$ cat src/rtl/dram_maint_pkg.sv
package dram_maint_pkg;
  localparam int unsigned CFG_W = 32;
  localparam int unsigned REF_W = 16;
  localparam int unsigned LCK_W = 8;
  localparam int unsigned IDL_W = 8;

  typedef struct packed {
    logic [REF_W-1:0] ref_ival;
    logic [LCK_W-1:0] lock_cyc;
    logic [IDL_W-1:0] idle_cyc;
  } maint_cfg_t;
endpackage

$ cat src/rtl/maint_refresh_timer.sv
module maint_refresh_timer #(
  parameter int unsigned W = 16
) (
  input  logic         clk_i,
  input  logic         rst_ni,
  input  logic         restart_i,
  input  logic [W-1:0] ival_i,
  input  logic         gnt_i,
  output logic         req_o
);
  logic [W-1:0] cnt_q;
  logic [1:0]   owed_q, owed_d;
  logic         en, tick;
  logic [2:0]   sum;

  assign en   = (ival_i != '0);
  assign tick = en && (cnt_q == ival_i - W'(1));

  always_comb begin
    sum = {1'b0, owed_q} + {2'b0, tick} - {2'b0, (gnt_i && owed_q != 2'd0)};
    owed_d = (sum > 3'd2) ? 2'd2 : sum[1:0];
  end

  always_ff @(posedge clk_i or negedge rst_ni) begin
    if (!rst_ni) begin
      cnt_q  <= '0;
      owed_q <= '0;
    end else begin
      if (restart_i || !en || tick) cnt_q <= '0;
      else                          cnt_q <= cnt_q + W'(1);
      if (restart_i || !en) owed_q <= '0;
      else                  owed_q <= owed_d;
    end
  end

  assign req_o = (owed_q != 2'd0);
endmodule

$ cat src/rtl/maint_cmd_lockout.sv
module maint_cmd_lockout #(
  parameter int unsigned W = 8
) (
  input  logic         clk_i,
  input  logic         rst_ni,
  input  logic         byp_i,
  input  logic [W-1:0] lock_i,
  output logic         cmd_en_o
);
  logic [W-1:0] cnt_q;

  always_ff @(posedge clk_i or negedge rst_ni) begin
    if (!rst_ni)            cnt_q <= '0;
    else if (byp_i)         cnt_q <= lock_i;
    else if (cnt_q != '0)   cnt_q <= cnt_q - W'(1);
  end

  assign cmd_en_o = (cnt_q == '0);
endmodule

$ cat src/rtl/maint_bank_idle.sv
module maint_bank_idle #(
  parameter int unsigned W = 8
) (
  input  logic         clk_i,
  input  logic         rst_ni,
  input  logic         open_i,
  input  logic         acc_i,
  input  logic         pend_i,
  input  logic         gnt_i,
  input  logic [W-1:0] limit_i,
  output logic         req_o
);
  logic [W-1:0] tmr_q;
  logic         req_q, run, expired;

  assign run     = open_i && !acc_i && !pend_i && (limit_i != '0);
  assign expired = (tmr_q >= limit_i - W'(1));

  always_ff @(posedge clk_i or negedge rst_ni) begin
    if (!rst_ni) begin
      tmr_q <= '0;
      req_q <= 1'b0;
    end else if (!run || gnt_i) begin
      tmr_q <= '0;
      req_q <= 1'b0;
    end else if (expired) begin
      req_q <= 1'b1;
    end else begin
      tmr_q <= tmr_q + W'(1);
    end
  end

  assign req_o = req_q;
endmodule

$ cat src/rtl/dram_maint_timer.sv
module dram_maint_timer
  import dram_maint_pkg::*;
#(
  parameter int unsigned NB = 8
) (
  input  logic          clk_i,
  input  logic          rst_ni,
  input  logic          cfg_we_i,
  input  logic [31:0]   cfg_wdata_i,
  output logic [31:0]   cfg_rdata_o,
  input  logic          ref_gnt_i,
  output logic          ref_req_o,
  input  logic [NB-1:0] bank_open_i,
  input  logic [NB-1:0] bank_acc_i,
  input  logic [NB-1:0] bank_pend_i,
  input  logic [NB-1:0] pre_gnt_i,
  output logic [NB-1:0] pre_req_o,
  input  logic          byp_cmd_i,
  output logic          cmd_en_o
);
  maint_cfg_t cfg_q;

  always_ff @(posedge clk_i or negedge rst_ni) begin
    if (!rst_ni)       cfg_q <= '0;
    else if (cfg_we_i) cfg_q <= maint_cfg_t'(cfg_wdata_i);
  end

  assign cfg_rdata_o = CFG_W'(cfg_q);

  maint_refresh_timer #(.W(REF_W)) u_ref (
    .clk_i     (clk_i),
    .rst_ni    (rst_ni),
    .restart_i (cfg_we_i),
    .ival_i    (cfg_q.ref_ival),
    .gnt_i     (ref_gnt_i),
    .req_o     (ref_req_o)
  );

  maint_cmd_lockout #(.W(LCK_W)) u_lock (
    .clk_i    (clk_i),
    .rst_ni   (rst_ni),
    .byp_i    (byp_cmd_i),
    .lock_i   (cfg_q.lock_cyc),
    .cmd_en_o (cmd_en_o)
  );

  for (genvar b = 0; b < NB; b++) begin : g_bank
    maint_bank_idle #(.W(IDL_W)) u_idle (
      .clk_i   (clk_i),
      .rst_ni  (rst_ni),
      .open_i  (bank_open_i[b]),
      .acc_i   (bank_acc_i[b]),
      .pend_i  (bank_pend_i[b]),
      .gnt_i   (pre_gnt_i[b]),
      .limit_i (cfg_q.idle_cyc),
      .req_o   (pre_req_o[b])
    );
  end
endmodule


$ cat config.mk
export PLATFORM = sky130hd
export DESIGN_NAME = dram_maint_timer
export DESIGN_NICKNAME = d
export VERILOG_FILES = /design/src/rtl/dram_maint_pkg.sv /design/src/rtl/maint_refresh_timer.sv /design/src/rtl/maint_cmd_lockout.sv /design/src/rtl/maint_bank_idle.sv /design/src/rtl/dram_maint_timer.sv
export SDC_FILE = /design/constraint.sdc
export NUM_CORES = 1
export LEC_CHECK = 0
export ABC_CLOCK_PERIOD_IN_PS = 4400
export BUFFER_PORTS_ARGS = -buffer_cell sky130_fd_sc_hd__buf_4
export CELL_PAD_IN_SITES_DETAIL_PLACEMENT = 0
export CELL_PAD_IN_SITES_GLOBAL_PLACEMENT = 1
export CORE_MARGIN = 2
export CORE_UTILIZATION = 45
export DETAILED_ROUTE_END_ITERATION = 8
export GPL_TIMING_DRIVEN = 1
export PLACE_DENSITY = 0.82
export SLEW_MARGIN = 20
export SYNTH_ARGS = -nofsm -noshare
export SYNTH_HDL_FRONTEND = slang
export SYNTH_SLANG_ARGS = --single-unit
$ cat constraint.sdc
create_clock -name clk_i -period 4.4 [get_ports clk_i]
set_input_delay 0.22 -clock clk_i [delete_from_list [all_inputs] [get_ports clk_i]]
set_output_delay 0.22 -clock clk_i [all_outputs]
set_load 0.02 [all_outputs]
* Word-level counts from Yosys, hierarchy flattened *
Cells that the tools add are included.
W data, S select, Z words.

storage, ports and cells
  register bits = 130
  latch bits = 0
  RAM bits = 0
  ROM bits = 0
  bits of input ports = 69
  output and inout bits = 42
  word-level logic and storage cells = 166
  memories kept = 0

cells by class
  add/subtract/negate cells = 14
  multiply operators = 0
  div/mod/pow operators = 0
  order comparisons = 9
  eq/ne operators = 9
  shift-type cells = 0
  multiplexer cells = 37
  bitwise gates (word level) = 0
  reduce and logical (&&, ||, !) cells = 75

operators by type and width
  cell                     number
  $mux W8                  18
  $add A8 B1 Y8 const B    8
  $ge A8 B8 Y1             8
  $logic_and A1 B1 Y1      26
  $logic_not A1 Y1         25
  $reduce_bool A2 Y1       10
  $add A16 B1 Y16 const B  1
  $eq A16 B16 Y1           1
  $mux W1                  16
  $mux W16                 1
  $ne A2 B2 Y1 const B     8
  $reduce_bool A16 Y1      1
  $reduce_bool A8 Y1       2
  $sub A16 B1 Y16 const B  1
  $sub A8 B1 Y8 const B    2
  $logic_or A1 B1 Y1       10
  $logic_not A8 Y1         1
  $mux W2                  2
  $add A2 B1 Y3            1
  $gt A3 B2 Y1 const B     1
  $sub A3 B1 Y3            1

* Logic depth before layout (Yosys ltp) *
  depth in word-level cells = 8
  depth in mapped cells = 14
  mapped depth without buffers = 13

* Hierarchy *
From an unflattened synthesis, not the netlist that was laid out.

unflattened totals
  cell total of the unflattened synthesis = 991
  area total of the unflattened synthesis = 9,595.5 um2

by module, submodules not included
  module                                  times used  cells an instance  area each (um2)  sequential area each (um2)
  maint_bank_idle (g_bank[2].u_idle ...)  4           86                 783.3            225.2
  maint_bank_idle (g_bank[0].u_idle ...)  3           86                 775.7            225.2
  maint_refresh_timer                     1           180                1,547.7          450.4
  dram_maint_timer                        1           68                 1,345.0          800.8
  maint_bank_idle (g_bank[5].u_idle)      1           87                 765.7            225.2
  maint_cmd_lockout                       1           54                 476.7            200.2

* Worst setup path after synthesis *
OpenSTA, ideal clock, no wires.

  path type = register to register
  start = reg cfg_q (netlist bit cfg_rdata_o[16])
  end = reg u_ref.owed_q[0]
  setup time = 0.068 ns
  arrival = 3.582 ns
  data required time = 4.332 ns
  slack = 0.751 ns
  cell stages (with the launch flop) = 14
  path buffers = 1
  period minus slack after synthesis = 3.649 ns
  path through = dfrtp_1 > inv_1 > ha_1 > or3b_2 > nor4_4 > and3_1 > nor3_1 > a211o_1 > a2111oi_4 > buf_6 > ha_1 > fa_1 > nor2_1 > and3_1

on the way
  longest elaborated chain between the ends = 8
  elaborated cells on any way between the ends = 11
  those cells by class = 3 x add/sub; 1 x order compare; 1 x eq/ne; 2 x mux; 4 x reduce/logical

RTL lines
  element                   line                       text
  start: declaration        dram_maint_timer.sv:21     maint_cfg_t cfg_q;
  start signal: assignment  dram_maint_timer.sv:25     else if (cfg_we_i) cfg_q <= maint_cfg_t'(cfg_wdata_i);
  $sub A16 B1 Y16           maint_refresh_timer.sv:17  assign tick = en && (cnt_q == ival_i - W'(1));
  $eq A16 B16 Y1            maint_refresh_timer.sv:17
  $logic_and A1 B1 Y1       maint_refresh_timer.sv:17
  $add A2 B1 Y3             maint_refresh_timer.sv:20  sum = {1'b0, owed_q} + {2'b0, tick} - {2'b0, (gnt_i && owed_q != 2'd0)};
  $sub A3 B1 Y3             maint_refresh_timer.sv:20
  $gt A3 B2 Y1              maint_refresh_timer.sv:21  owed_d = (sum > 3'd2) ? 2'd2 : sum[1:0];
  $mux W2                   maint_refresh_timer.sv:21
  $mux W2 *                 maint_refresh_timer.sv:31  if (restart_i || !en) owed_q <= '0;
  end signal: assignment    maint_refresh_timer.sv:32  else owed_q <= owed_d;
  end: declaration          maint_refresh_timer.sv:12  logic [1:0] owed_q, owed_d;

Every way passes the cells marked *; elsewhere a longest branch is shown, timed or not.
A chain may end at the register's enable or synchronous reset.

* Worst setup path after layout *
  start = reg cfg_q (netlist bit cfg_rdata_o[2])
  end = reg g_bank[1].u_idle.tmr_q[7]

on the way
  longest elaborated chain between the ends = 5
  elaborated cells on any way between the ends = 8
  those cells by class = 1 x add/sub; 1 x order compare; 1 x eq/ne; 1 x mux; 4 x reduce/logical

RTL lines
  element                                                line                   text
  branches (longest 5 deep; another with $sub A8 B1 Y8)  --
  end signal: assignment                                 maint_bank_idle.sv:29  tmr_q <= tmr_q + W'(1);
  end: declaration                                       maint_bank_idle.sv:13  logic [W-1:0] tmr_q;

Parallel ways; which one is timed is not known.

==> impl_metrics.toml <==
[status]
status = "completed"

[drt]
vias_per_cell = 5.45
drc_errors = 0
drt_iter0_drc = 339
dr.pass1.iters = 4
ant_nets = 0
dr_total_vias = 6434
post_drt_wl_per_cell_um = 15.7
wirelength_um = 18500

[logic_synthesis]
syn_area_um2 = 8080
synth.distinct_cells = 55
yosysTopAreaCellShare_pct = 40.2
yosys-top-cells-area = "dfrtp_1 40%, ha_1 13%, xnor2_1 4.9%"
synth.yosys.seq_area_share_pct = 40.2
yosysTopAreaCell = "dfrtp_1"
ys_ff_latch = 130
async_flop_share_pct = 100
syn_nets = 975
synth_cells = 824
yosys_most_used_dff = "dfrtp_1"
synth_edf_count = 0
postSynthAreaPerCell_um2 = 9.81
yosys_warnings = 0

[setup_path]
critPathMaxFanout = 9
cp-start-kind = "flop"
reg2reg_slack_ns = 0.52
critPathArrivalTime_ns = 4.18
crit_type = "reg -> reg"
r2r_start = "cfg_rdata_o[2]"
r2r.worst_path.cells = 12
cp_slowest_cell = "a31oi_1"
critPathRequiredTime_ns = 4.70
cp_common_cell = "nor2_1"
r2r_end = "g_bank[1].u_idle.tmr_q[7]"
crit_chain = "or4_1, nor2_1, nand2_1, xor2_1, ha_1, o21a_1, o21ai_0, nor2_1, a31oi_1, nand4_1, xor2_1, nor2_1"
critPathMaxStageDelay_ns = 0.70
worst_setup_path_end_kind = "flop"

[global_routing]
grt_remaining_overflow = 0
antenna_found_initial = 0
grt_pass1_wl_um = 32100
grt_max_degree = 103
track_usage_pct = 20.5
grt_pass1_vias = 6379

[finish]
fin_util_pct = 54.9
fillers = 1614
drive_gt1_share_pct = 19.2
n_antenna_cell = 0
multi_input_area_um2 = 4610
final_nets = 1091
seq_area_um2 = 3250
final_cell_mix = "130 x dfrtp_1, 116 x buf_4, 91 x nor2_1"
final_common_cell = "dfrtp_1"
syn_to_final_growth_pct = 20.7

[clock_tree]
worst_skew_pair.late_latency_ns = 0.42
cts-htree-levels = 4
cts_sinks = 130
cts-root-buf = "clkbuf_16"
cts_buffers = 17
path_clk_slew_ns = 0.06
clock_path_buffers = 2
cts_tree = "built"

[floorplan]
fp.dieW_um = 138
io_pins = 111
coreArea_um2 = 17800
initial_core_util_pct = 45.5
dieArea_um2 = 19100
die_y_um = 138
num_rows = 49

[timing]
fin_crit_sh_pct = 88.2
finalSetupViolations = 0
maxSlewViolCount = 0
hold_viol_final = 0
max_freq_ghz = 0.258
hold_ws_ns = 0.0115
slew_headroom_pct = 36.5
skew_ns = 0.00892
rsz0062_at_grt = "false"
period_needed_ns = 3.88
setup-tns-final_ns = 0
worst_slew_pin_slew_ns = 0.953

[place]
gp_routability_congestion = 0.843
port_buffers = 110
hpwl_um = 13100

[run]
drv_cap = 0

[min_path]
hold_depth = 3
worstHoldStart = "cfg_wdata_i[16]"
hp-class = "in -> reg"
holdPathEnd = "cfg_rdata_o[16]"

[power_and_ir_drop]
p_leak_nw = 4.58
powerDensity_nw_per_um2 = 344
peakVddDrop_uv = 349
-- synthesized netlist by cell type (all sizes together), types with 2 or more instances --
library cell  count
o2111ai           3
a31oi             9
nor4b             9
nor3b             2
a21oi            35
a22o              3
nand4            27
and3             12
o31ai            10
and2             11
a21o             20
o21ai            34
or3              12
ha               81
nand2b           11
o21a              6
nand3b            2
clkbuf           11
o211ai            7
a2111oi           5
dfrtp           130
or4              12
nor2             91
mux2             29
buf               9
xor2             34
nand2            67
inv              29
mux2i             8
nand3            26
nor4              5
nor3              6
or2               2
nor2b             3
a211o             3
xnor2            45
-- cells by family after synthesis --
group	after synthesis	synth area share, %
simple gates	300	18.7
compound gates	146	11.9
mux	37	5.03
flops	130	40.2
fa+ha+maj	82	12.8
buf+inv	50	2.86
xor+xnor	79	8.56
-- cell type report --
cell class	instances	share of cell area (%)
Clock inverter	9	1.32
Timing Repair Buffer	118	9.14
Tap cell	229	2.94
Clock buffer	22	4.96
Inverter	29	1.12
Sequential cell	130	33.3
Multi-Input combinational cell	644	47.2
-- what timing repair did --
item | CTS | global route
resized for setup | 0 | 0
hold buffers | 1 | 0
hold endpoints to repair | 101 | 0
buffers inserted | 0 | 0
-- registers in the layout, summed over array words and instances (netlist names) --
signal               flops
g_bank.u_idle.req_o      8
g_bank.u_idle.tmr_q     64
u_ref.cnt_q             16
u_lock.cnt_q             8
cfg_rdata_o             32
u_ref.owed_q             2
-- worst max-delay path by stage --
stage	from	end	slack, ns
after CTS	cfg_rdata_o[2]	g_bank[1].u_idle.tmr_q[7]	0.51
after global placement	cfg_rdata_o[2]	g_bank[1].u_idle.tmr_q[7]	0.57
after global routing	cfg_rdata_o[2]	g_bank[1].u_idle.tmr_q[7]	0.17
after floorplan	cfg_rdata_o[16]	u_ref.owed_q[0]	0.75
final	cfg_rdata_o[2]	g_bank[1].u_idle.tmr_q[7]	0.52
after detailed placement	cfg_rdata_o[2]	g_bank[1].u_idle.tmr_q[7]	0.55
-- worst max-delay path, delay by kind of cell, from the launching register on --
kind                       cells  cell delay (ns)
and+or+nand+nor                6             1.10
adders and majority gates      1             0.38
xor gates and xnor gates       2             0.80
DFF                            1             0.44
AOI/OAI and AO/OA              3             1.03
-- where the power goes --
group	leakage, nW	internal [mW]	total (mW)	switching [mW]
sequential	1.72	1.25	1.32	0.0696
combinational	2.55	0.265	0.574	0.309
clock	0.298	0.945	1.47	0.521
-- through the flow --
step	total power, mW	std cells	cell area (um2)	setup slack (ns)
6_report	3.36	1181	9760	0.518
2_1_floorplan	1.68	824	8080	0.751
3_5_place_dp	1.92	1149	9140	0.550
4_1_cts	3.41	1181	9760	0.505
5_1_grt	3.53	1181	9760	0.172
3_3_place_gp	1.91	1149	9140	0.573
-- per-layer routing --
metal  wire (um)  GRT usage (%)
met5           0              0
met2        8580           32.2
met4         258           5.85
met1        9010           28.5
met3         696           4.68
(Power assumes the default switching activity.)
